File: config.mk
export PLATFORM = sky130hd
export DESIGN_NAME = obwin_xlate
export DESIGN_NICKNAME = d
export VERILOG_FILES = /design/src/rtl/obwin_pkg.sv /design/src/rtl/obwin_regfile.sv /design/src/rtl/obwin_match.sv /design/src/rtl/obwin_select.sv /design/src/rtl/obwin_xlate.sv
export SDC_FILE = /design/constraint.sdc
export NUM_CORES = 2
export LEC_CHECK = 0
export ABC_CLOCK_PERIOD_IN_PS = 6000
export BUFFER_PORTS_ARGS = -buffer_cell sky130_fd_sc_hd__buf_2
export CORE_ASPECT_RATIO = 1.5
export CORE_MARGIN = 1.5
export CORE_UTILIZATION = 63
export DETAILED_ROUTE_END_ITERATION = 16
export PLACE_DENSITY = 0.89
export SYNTH_ARGS = -nofsm -noshare
export SYNTH_HDL_FRONTEND = slang
export SYNTH_HIERARCHICAL = 1
export SYNTH_SLANG_ARGS = --single-unit
File: constraint.sdc
create_clock -name clk -period 6 [get_ports clk]
set_clock_uncertainty 0.2 [all_clocks]
set_input_delay 1.2 -clock clk [delete_from_list [all_inputs] [get_ports clk]]
set_output_delay 1.2 -clock clk [all_outputs]
set_load 0.05 [all_outputs]
File: src/rtl/obwin_pkg.sv
// Package: shared constants and register slot encoding for the outbound
// window translator. Assumes 32-bit register data and 64-bit addresses.
package obwin_pkg;
    localparam int unsigned OBW_DATA_W   = 32;
    localparam int unsigned OBW_ADDR_W   = 64;
    localparam int unsigned OBW_GRAN_W   = 16;
    localparam int unsigned OBW_WIN_SPAN = 32;

    // Slot within a window's 32-byte register block, from offset bits [4:2]
    typedef enum logic [2:0] {
        SLOT_CMP_LO  = 3'd0,
        SLOT_CMP_HI  = 3'd1,
        SLOT_REP_LO  = 3'd2,
        SLOT_REP_HI  = 3'd3,
        SLOT_MSK_LO  = 3'd4,
        SLOT_MSK_HI  = 3'd5,
        SLOT_ATTR    = 3'd6,
        SLOT_SPARE   = 3'd7
    } obw_slot_e;
endpackage

File: src/rtl/obwin_regfile.sv
// Register store for all windows and the fallback attribute word.
// Assumes ADDR_W == 2*DATA_W and GRAN_W < DATA_W. Writes take effect at
// the clock edge; mask bits below GRAN_W are never stored.
module obwin_regfile
    import obwin_pkg::*;
#(
    parameter int unsigned NWIN   = 8,
    parameter int unsigned DATA_W = OBW_DATA_W,
    parameter int unsigned ADDR_W = OBW_ADDR_W,
    parameter int unsigned GRAN_W = OBW_GRAN_W,
    parameter int unsigned OFF_W  = $clog2(NWIN) + 5
) (
    input  logic              clk,
    input  logic              rst_n,
    input  logic              we,
    input  logic [OFF_W-1:0]  off,
    input  logic [DATA_W-1:0] wdata,
    output logic [ADDR_W-1:0] cmp_o  [NWIN],
    output logic [ADDR_W-1:0] rep_o  [NWIN],
    output logic [ADDR_W-1:0] msk_o  [NWIN],
    output logic [DATA_W-1:0] attr_o [NWIN],
    output logic              en_o   [NWIN],
    output logic [DATA_W-1:0] dflt_o
);
    localparam int unsigned WIN_W = OFF_W - 5;

    logic [WIN_W-1:0] win_sel;
    obw_slot_e        slot;

    // Split the byte offset into window index and slot
    always_comb begin
        win_sel = off[OFF_W-1:5];
        slot    = obw_slot_e'(off[4:2]);
    end

    for (genvar w = 0; w < NWIN; w++) begin : g_win
        logic [DATA_W-1:1]      cmp_lo_q;
        logic                   en_q;
        logic [DATA_W-1:0]      cmp_hi_q, rep_lo_q, rep_hi_q, msk_hi_q, attr_q;
        logic [DATA_W-1:GRAN_W] msk_lo_q;
        logic                   sel;

        assign sel = we && (win_sel == WIN_W'(w));

        // Per-window register update
        always_ff @(posedge clk) begin
            if (!rst_n) begin
                en_q     <= 1'b0;
                cmp_lo_q <= '0;
                cmp_hi_q <= '0;
                rep_lo_q <= '0;
                rep_hi_q <= '0;
                msk_lo_q <= '0;
                msk_hi_q <= '0;
                attr_q   <= '0;
            end else if (sel) begin
                case (slot)
                    SLOT_CMP_LO: begin
                        en_q     <= wdata[0];
                        cmp_lo_q <= wdata[DATA_W-1:1];
                    end
                    SLOT_CMP_HI: cmp_hi_q <= wdata;
                    SLOT_REP_LO: rep_lo_q <= wdata;
                    SLOT_REP_HI: rep_hi_q <= wdata;
                    SLOT_MSK_LO: msk_lo_q <= wdata[DATA_W-1:GRAN_W];
                    SLOT_MSK_HI: msk_hi_q <= wdata;
                    SLOT_ATTR:   attr_q   <= wdata;
                    default: ;
                endcase
            end
        end

        // Present stored fields as full-width vectors
        always_comb begin
            cmp_o[w]  = {cmp_hi_q, cmp_lo_q, 1'b0};
            rep_o[w]  = {rep_hi_q, rep_lo_q};
            msk_o[w]  = {msk_hi_q, msk_lo_q, {GRAN_W{1'b0}}};
            attr_o[w] = attr_q;
            en_o[w]   = en_q;
        end
    end

    logic dflt_sel;
    assign dflt_sel = we && (win_sel == WIN_W'(NWIN - 1)) && (slot == SLOT_SPARE);

    // Fallback attribute word update
    always_ff @(posedge clk) begin
        if (!rst_n)        dflt_o <= '0;
        else if (dflt_sel) dflt_o <= wdata;
    end

    assert_dflt_write_R11: assert property (@(posedge clk) disable iff (!rst_n)
        (we && off == OFF_W'((NWIN - 1) * OBW_WIN_SPAN + 28)) |=> dflt_o == $past(wdata));

    assert_spare_ignored_R11: assert property (@(posedge clk) disable iff (!rst_n)
        (we && off[4:2] == 3'd7 && off[OFF_W-1:5] != WIN_W'(NWIN - 1)) |=> $stable(dflt_o));
endmodule

File: src/rtl/obwin_match.sv
// Per-window hit detection: a window hits when enabled and the masked
// address equals the masked compare value. Purely combinational.
module obwin_match #(
    parameter int unsigned NWIN   = 8,
    parameter int unsigned ADDR_W = 64
) (
    input  logic [ADDR_W-1:0] addr,
    input  logic [ADDR_W-1:0] cmp [NWIN],
    input  logic [ADDR_W-1:0] msk [NWIN],
    input  logic              en  [NWIN],
    output logic [NWIN-1:0]   hit_vec
);
    for (genvar w = 0; w < NWIN; w++) begin : g_cmp
        // Masked equality compare for one window
        always_comb begin
            hit_vec[w] = en[w] && ((addr & msk[w]) == (cmp[w] & msk[w]));
        end
    end
endmodule

File: src/rtl/obwin_select.sv
// Priority pick (lowest index wins) and address substitution. Falls back
// to pass-through and the fallback attribute word on a miss.
module obwin_select #(
    parameter int unsigned NWIN   = 8,
    parameter int unsigned ADDR_W = 64,
    parameter int unsigned DATA_W = 32,
    parameter int unsigned IDX_W  = (NWIN > 1) ? $clog2(NWIN) : 1
) (
    input  logic              clk,
    input  logic              rst_n,
    input  logic [ADDR_W-1:0] addr,
    input  logic [NWIN-1:0]   hit_vec,
    input  logic [ADDR_W-1:0] rep  [NWIN],
    input  logic [ADDR_W-1:0] msk  [NWIN],
    input  logic [DATA_W-1:0] attr [NWIN],
    input  logic [DATA_W-1:0] dflt,
    output logic              hit,
    output logic [IDX_W-1:0]  idx,
    output logic [ADDR_W-1:0] xaddr,
    output logic [DATA_W-1:0] act
);
    logic [NWIN-1:0] grant;

    // Lowest-index grant, scanning from the top down
    always_comb begin
        grant = '0;
        idx   = '0;
        for (int w = NWIN - 1; w >= 0; w--) begin
            if (hit_vec[w]) begin
                grant    = '0;
                grant[w] = 1'b1;
                idx      = IDX_W'(w);
            end
        end
        hit = |hit_vec;
    end

    // Substitute masked bits and pick the attribute word
    always_comb begin
        xaddr = addr;
        act   = dflt;
        if (hit) begin
            xaddr = (rep[idx] & msk[idx]) | (addr & ~msk[idx]);
            act   = attr[idx];
        end
    end

    assert_grant_lowest_R5: assert property (@(posedge clk) disable iff (!rst_n)
        $onehot0(grant) && (((grant - 1'b1) & hit_vec) == '0));
endmodule

File: src/rtl/obwin_xlate.sv
// Top: outbound address window translator. Register writes and lookups
// share one clock; a lookup sees registers as they were before any write
// in the same cycle; results are registered, one cycle after the request.
module obwin_xlate
    import obwin_pkg::*;
#(
    parameter int unsigned NWIN   = 8,
    parameter int unsigned DATA_W = OBW_DATA_W,
    parameter int unsigned ADDR_W = OBW_ADDR_W,
    parameter int unsigned GRAN_W = OBW_GRAN_W,
    parameter int unsigned OFF_W  = $clog2(NWIN) + 5,
    parameter int unsigned IDX_W  = (NWIN > 1) ? $clog2(NWIN) : 1
) (
    input  logic              clk,
    input  logic              rst_n,
    input  logic              cfg_we,
    input  logic [OFF_W-1:0]  cfg_off,
    input  logic [DATA_W-1:0] cfg_wdata,
    input  logic              lk_valid,
    input  logic [ADDR_W-1:0] lk_addr,
    output logic              res_valid,
    output logic              res_hit,
    output logic [IDX_W-1:0]  res_win,
    output logic [ADDR_W-1:0] res_addr,
    output logic [DATA_W-1:0] res_actions
);
    logic [ADDR_W-1:0] cmp  [NWIN];
    logic [ADDR_W-1:0] rep  [NWIN];
    logic [ADDR_W-1:0] msk  [NWIN];
    logic [DATA_W-1:0] attr [NWIN];
    logic              en   [NWIN];
    logic [DATA_W-1:0] dflt;
    logic [NWIN-1:0]   hit_vec;
    logic              nx_hit;
    logic [IDX_W-1:0]  nx_idx;
    logic [ADDR_W-1:0] nx_addr;
    logic [DATA_W-1:0] nx_act;

    obwin_regfile #(.NWIN(NWIN), .DATA_W(DATA_W), .ADDR_W(ADDR_W),
                    .GRAN_W(GRAN_W), .OFF_W(OFF_W)) u_regs (
        .clk(clk), .rst_n(rst_n), .we(cfg_we), .off(cfg_off), .wdata(cfg_wdata),
        .cmp_o(cmp), .rep_o(rep), .msk_o(msk), .attr_o(attr), .en_o(en),
        .dflt_o(dflt)
    );

    obwin_match #(.NWIN(NWIN), .ADDR_W(ADDR_W)) u_match (
        .addr(lk_addr), .cmp(cmp), .msk(msk), .en(en), .hit_vec(hit_vec)
    );

    obwin_select #(.NWIN(NWIN), .ADDR_W(ADDR_W), .DATA_W(DATA_W),
                   .IDX_W(IDX_W)) u_sel (
        .clk(clk), .rst_n(rst_n), .addr(lk_addr), .hit_vec(hit_vec),
        .rep(rep), .msk(msk), .attr(attr), .dflt(dflt),
        .hit(nx_hit), .idx(nx_idx), .xaddr(nx_addr), .act(nx_act)
    );

    // Result register: capture the lookup outcome for one cycle later
    always_ff @(posedge clk) begin
        if (!rst_n) begin
            res_valid   <= 1'b0;
            res_hit     <= 1'b0;
            res_win     <= '0;
            res_addr    <= '0;
            res_actions <= '0;
        end else begin
            res_valid <= lk_valid;
            if (lk_valid) begin
                res_hit     <= nx_hit;
                res_win     <= nx_idx;
                res_addr    <= nx_addr;
                res_actions <= nx_act;
            end
        end
    end

    assert_req_gives_result_R9: assert property (@(posedge clk) disable iff (!rst_n)
        lk_valid |=> res_valid);

    assert_idle_gives_none_R9: assert property (@(posedge clk) disable iff (!rst_n)
        !lk_valid |=> !res_valid);

    assert_low_bits_pass_R3: assert property (@(posedge clk) disable iff (!rst_n)
        lk_valid |=> res_addr[GRAN_W-1:0] == $past(lk_addr[GRAN_W-1:0]));

    assert_miss_passthru_R6: assert property (@(posedge clk) disable iff (!rst_n)
        lk_valid |=> (res_hit || (res_addr == $past(lk_addr) && res_win == '0)));
endmodule

==> flow_summary.json <==
{
  "synth_sequential_area_ratio_pct": 43.3,
  "critPathArrivalTime_ns": 6.66,
  "synthDistinctLibCells": 61,
  "cell_at_the_root_of_the_clock_tree": "sky130_fd_sc_hd__clkbuf_16",
  "r2r_cells": 20,
  "synth_async_reset_ratio_pct": 0,
  "post_cts_hold_buffer_count": 0,
  "clock.fmax_mhz": 164,
  "maximum_number_of_pins_on_one_net_before_global_route_repair": 242,
  "gpl_wtd_cong": 1.07,
  "area.growth.synth_to_final_pct": 10.8,
  "timing.final.max_slew_violations": 0,
  "place_area_mm2": 0.0864,
  "critical_path.max_stage_delay_ns": 0.73,
  "synth_seq_cells": 1797,
  "finalCritPeriodShare_pct": 101,
  "fp.coreArea_mm2": 0.131,
  "timing.hold.worst_path_depth": 2,
  "crit_top_cell": "sky130_fd_sc_hd__buf_4",
  "postLayoutSetupSlackWorst_ns": -0.0864,
  "timing_worst_setup_path_type": "in -> reg",
  "placedCellCount": 10200,
  "synth_edf_count": 0,
  "numCtsBuffers": 160,
  "port-buffer-count": 206,
  "netlist_area_mm2": 0.0830,
  "finish.utilization_pct": 70.2,
  "drt.antenna.violating_nets": 0,
  "first_pass_iters": 14,
  "combined_area_of_the_multi_input_logic_cells_mm2": 0.0434,
  "cts-htree-levels": 4,
  "yosysWarnings": 6,
  "pwr_density_cell_mw_per_mm2": 266,
  "drt_iter0_drc": 10100,
  "route.layer.met1.wl_um": 100000,
  "design.final.nets": 8767,
  "synth_commonest_cells": "sky130_fd_sc_hd__nand2_1 (2288), sky130_fd_sc_hd__dfxtp_1 (1797), sky130_fd_sc_hd__mux2i_1 (1797)",
  "holdCritStartpoint": "u_regs/g_win[7].rep_hi_q[6]",
  "setup.worst_path.start_class": "primary input",
  "detail_routed_via_count_per_cell": 6.66,
  "irDropWorstVdd_v": 0.000305,
  "syn_avg_cell_area_um2": 9.56,
  "top_signal_layer_used": "met5",
  "finalCriticalPeriod_ns": 6.09,
  "grt_antenna_before_repair": 46,
  "hp-class": "reg -> reg",
  "cts_tree": "done",
  "setup.worst_path.end_class": "register",
  "routed-wl-met3_um": 39900,
  "netlist_top_cells_area": "sky130_fd_sc_hd__dfxtp_1 (43%), sky130_fd_sc_hd__mux2i_1 (22%), sky130_fd_sc_hd__nand2_1 (10%), sky130_fd_sc_hd__xor2_1 (5.4%), sky130_fd_sc_hd__mux4_2 (2.4%)",
  "dr_total_vias": 70200,
  "critPathSlowestCell": "sky130_fd_sc_hd__a221oi_1",
  "worst_slew_pin_slew_ns": 1.43,
  "finish.instance_area_mm2": 0.0920,
  "die_width_um": 299,
  "final_cells": 10500,
  "cell_count_after_synthesis": 8684,
  "number_of_sinks_driven_by_the_clock_tree": 1797,
  "first_pass_grt_wire_length_um": 443000,
  "ys.flop_type": "sky130_fd_sc_hd__dfxtp_1",
  "violations": "setup timing",
  "critPathRequiredTime_ns": 6.57,
  "num_rows": 163,
  "die-area_mm2": 0.134,
  "maxSlewHeadroom_pct": 4.85,
  "final-hold-violation-count": 0,
  "regToRegStartpoint": "u_regs/g_win[7].cmp_hi_q[23]",
  "route.detailed.wl_per_inst_um": 29.3,
  "grt_use_total_pct": 44.8,
  "die_height_um": 448,
  "final.hold.worst_slack_ns": 0.254,
  "drive_above_1_share_pct": 13.9,
  "wl_met2_um": 131000,
  "postRouteWirelength_um": 309000,
  "initial_core_util_pct": 63.3,
  "unrepaired_setup_endpoints_after_global_routing": "false",
  "critPathLaunch": "lk_addr[61]",
  "place.detailed.hpwl_um": 195000,
  "cts_buffer_depth": 3,
  "cts.reportedPaths.clkPinSlew_ns": 0.06,
  "cap_viol_max_count": 0,
  "leakagePower_nw": 42.2,
  "post-synth-top-area-cell": "sky130_fd_sc_hd__dfxtp_1",
  "final-seq-area_mm2": 0.0360,
  "crit_path_cell_trace": "buf_2 > xor2_1 > a22oi_1 > nand3_1 > a221oi_1 > nand4_1 > nor4_2 > buf_4 > a21oi_1 > o31ai_4 > buf_12 > a221o_1 > o22ai_1 > buf_4 > o31ai_1 > buf_4 > mux2i_1 > nor2b_1",
  "globalRoute.totalOverflow": 0,
  "detail_route.drc_violations": 0,
  "crit_fanout": 10,
  "clk-insertion-delay-late_ns": 0.85,
  "yosysMostFrequentCell": "sky130_fd_sc_hd__nand2_1",
  "grt_pass1_vias": 69200,
  "setup-violations-final": 3,
  "synth_largest_type_area_fraction_pct": 43.3,
  "status": "finished, violations left",
  "io_pins": 209,
  "fillCellCount": 8821
}
metal layers:
layer | up-vias | global-route usage, %
met2 | 5234 | 67.1
met3 | 1978 | 15.9
met4 | 56 | 44.3
li1 | 29400 | -
met5 | - | 1.10
met1 | 33500 | 48.4
cells in the final DEF (no fill, tap or decap), types with 13 or more instances in the layout:
master                      instances
sky130_fd_sc_hd__o22ai_1           19
sky130_fd_sc_hd__a211oi_1          28
sky130_fd_sc_hd__clkinv_2          24
sky130_fd_sc_hd__buf_4            361
sky130_fd_sc_hd__mux4_2            90
sky130_fd_sc_hd__dfxtp_1         1797
sky130_fd_sc_hd__buf_2            204
sky130_fd_sc_hd__nand2_1         2232
sky130_fd_sc_hd__mux2_2           108
sky130_fd_sc_hd__a2bb2oi_1         28
sky130_fd_sc_hd__a21oi_1          157
sky130_fd_sc_hd__a31oi_1           62
sky130_fd_sc_hd__nor3_1            45
sky130_fd_sc_hd__xor2_1           512
sky130_fd_sc_hd__nand2_2           61
sky130_fd_sc_hd__buf_12            58
sky130_fd_sc_hd__a222oi_1          90
sky130_fd_sc_hd__conb_1           136
sky130_fd_sc_hd__nor2b_1          101
sky130_fd_sc_hd__nand4_1           16
sky130_fd_sc_hd__nor2_4            15
sky130_fd_sc_hd__nand3_1           55
sky130_fd_sc_hd__diode_2           21
sky130_fd_sc_hd__o21ai_1           33
sky130_fd_sc_hd__bufinv_16         13
sky130_fd_sc_hd__mux2i_1         1797
sky130_fd_sc_hd__and3_1            65
sky130_fd_sc_hd__o21ai_0           18
sky130_fd_sc_hd__a22o_1            56
sky130_fd_sc_hd__clkbuf_16        161
sky130_fd_sc_hd__clkbuf_1          36
sky130_fd_sc_hd__a221o_1           38
sky130_fd_sc_hd__a221oi_2          16
sky130_fd_sc_hd__o31ai_1           17
sky130_fd_sc_hd__clkbuf_8          40
sky130_fd_sc_hd__a221oi_1          52
sky130_fd_sc_hd__a22oi_1          120
critical path, delay by kind of cell:
| family | cells | cell delay [ns] |
|---|---|---|
| AOI/OAI and AO/OA | 7 | 2.72 |
| xor gates and xnor gates | 1 | 0.17 |
| buffers and inverters | 5 | 1.47 |
| muxes | 1 | 0.06 |
| and+or+nand+nor | 4 | 0.96 |
power by group:
group	total, mW	switching, mW	internal [mW]
registers	12.1	0.0536	12.0
clock network	10.9	4.85	6.06
logic	1.52	1.14	0.372
path summary, 6_finish.rpt:
check | slack, ns | to
worst max register to register | 0.36 | res_addr[62]
worst min-delay path | 0.25 | u_regs/g_win[7].rep_hi_q[6]
worst max-delay path | -0.09 | res_addr[62]
worst min register to register | 0.25 | u_regs/g_win[7].rep_hi_q[6]
cell families after synthesis:
family	share of synthesized area [%]
buffers and inverters	5.65
xor gates and xnor gates	5.40
other	0.00452
DFF	43.3
AOI/OAI and AO/OA	6.78
and+or+nand+nor	13.2
muxes	25.7
registers in the layout (all words and copies together) (netlist names), 64 cells and up:
| name | count |
|---|---|
| res_addr | 64 |
| u_regs/g_win.attr_q | 256 |
| u_regs/g_win.cmp_hi_q | 256 |
| u_regs/g_win.cmp_lo_q | 248 |
| u_regs/g_win.msk_hi_q | 256 |
| u_regs/g_win.msk_lo_q | 128 |
| u_regs/g_win.rep_hi_q | 256 |
| u_regs/g_win.rep_lo_q | 256 |
area by class of cell:
class                   instances  area share [%]
diodes                         21          0.0571
clock buffers                 237            5.12
clock inverters                53           0.858
inverters                       9          0.0435
multi-input cells            6067            47.1
flip-flops and latches       1797            39.1
well taps                    1732            2.36
repair buffers                624            5.33
per-stage QoR:
step	TNS [ns]	power [mW]	setup slack [ns]
after detailed placement	-2.89	13.7	-0.299
after floorplan	0	13.3	0.570
after CTS	0	24.3	0.539
after global placement	-1.49	13.7	-0.245
final	-0.179	24.5	-0.0864
after global routing	0	24.9	0.0306
repair_timing:
| action | in CTS | in global routing |
|---|---|---|
| setup endpoints to repair | 0 | 5 |
| buffers inserted | 0 | 0 |
| gates resized for setup | 0 | 4 |
No activity file was read; power rests on OpenSTA's default activity.
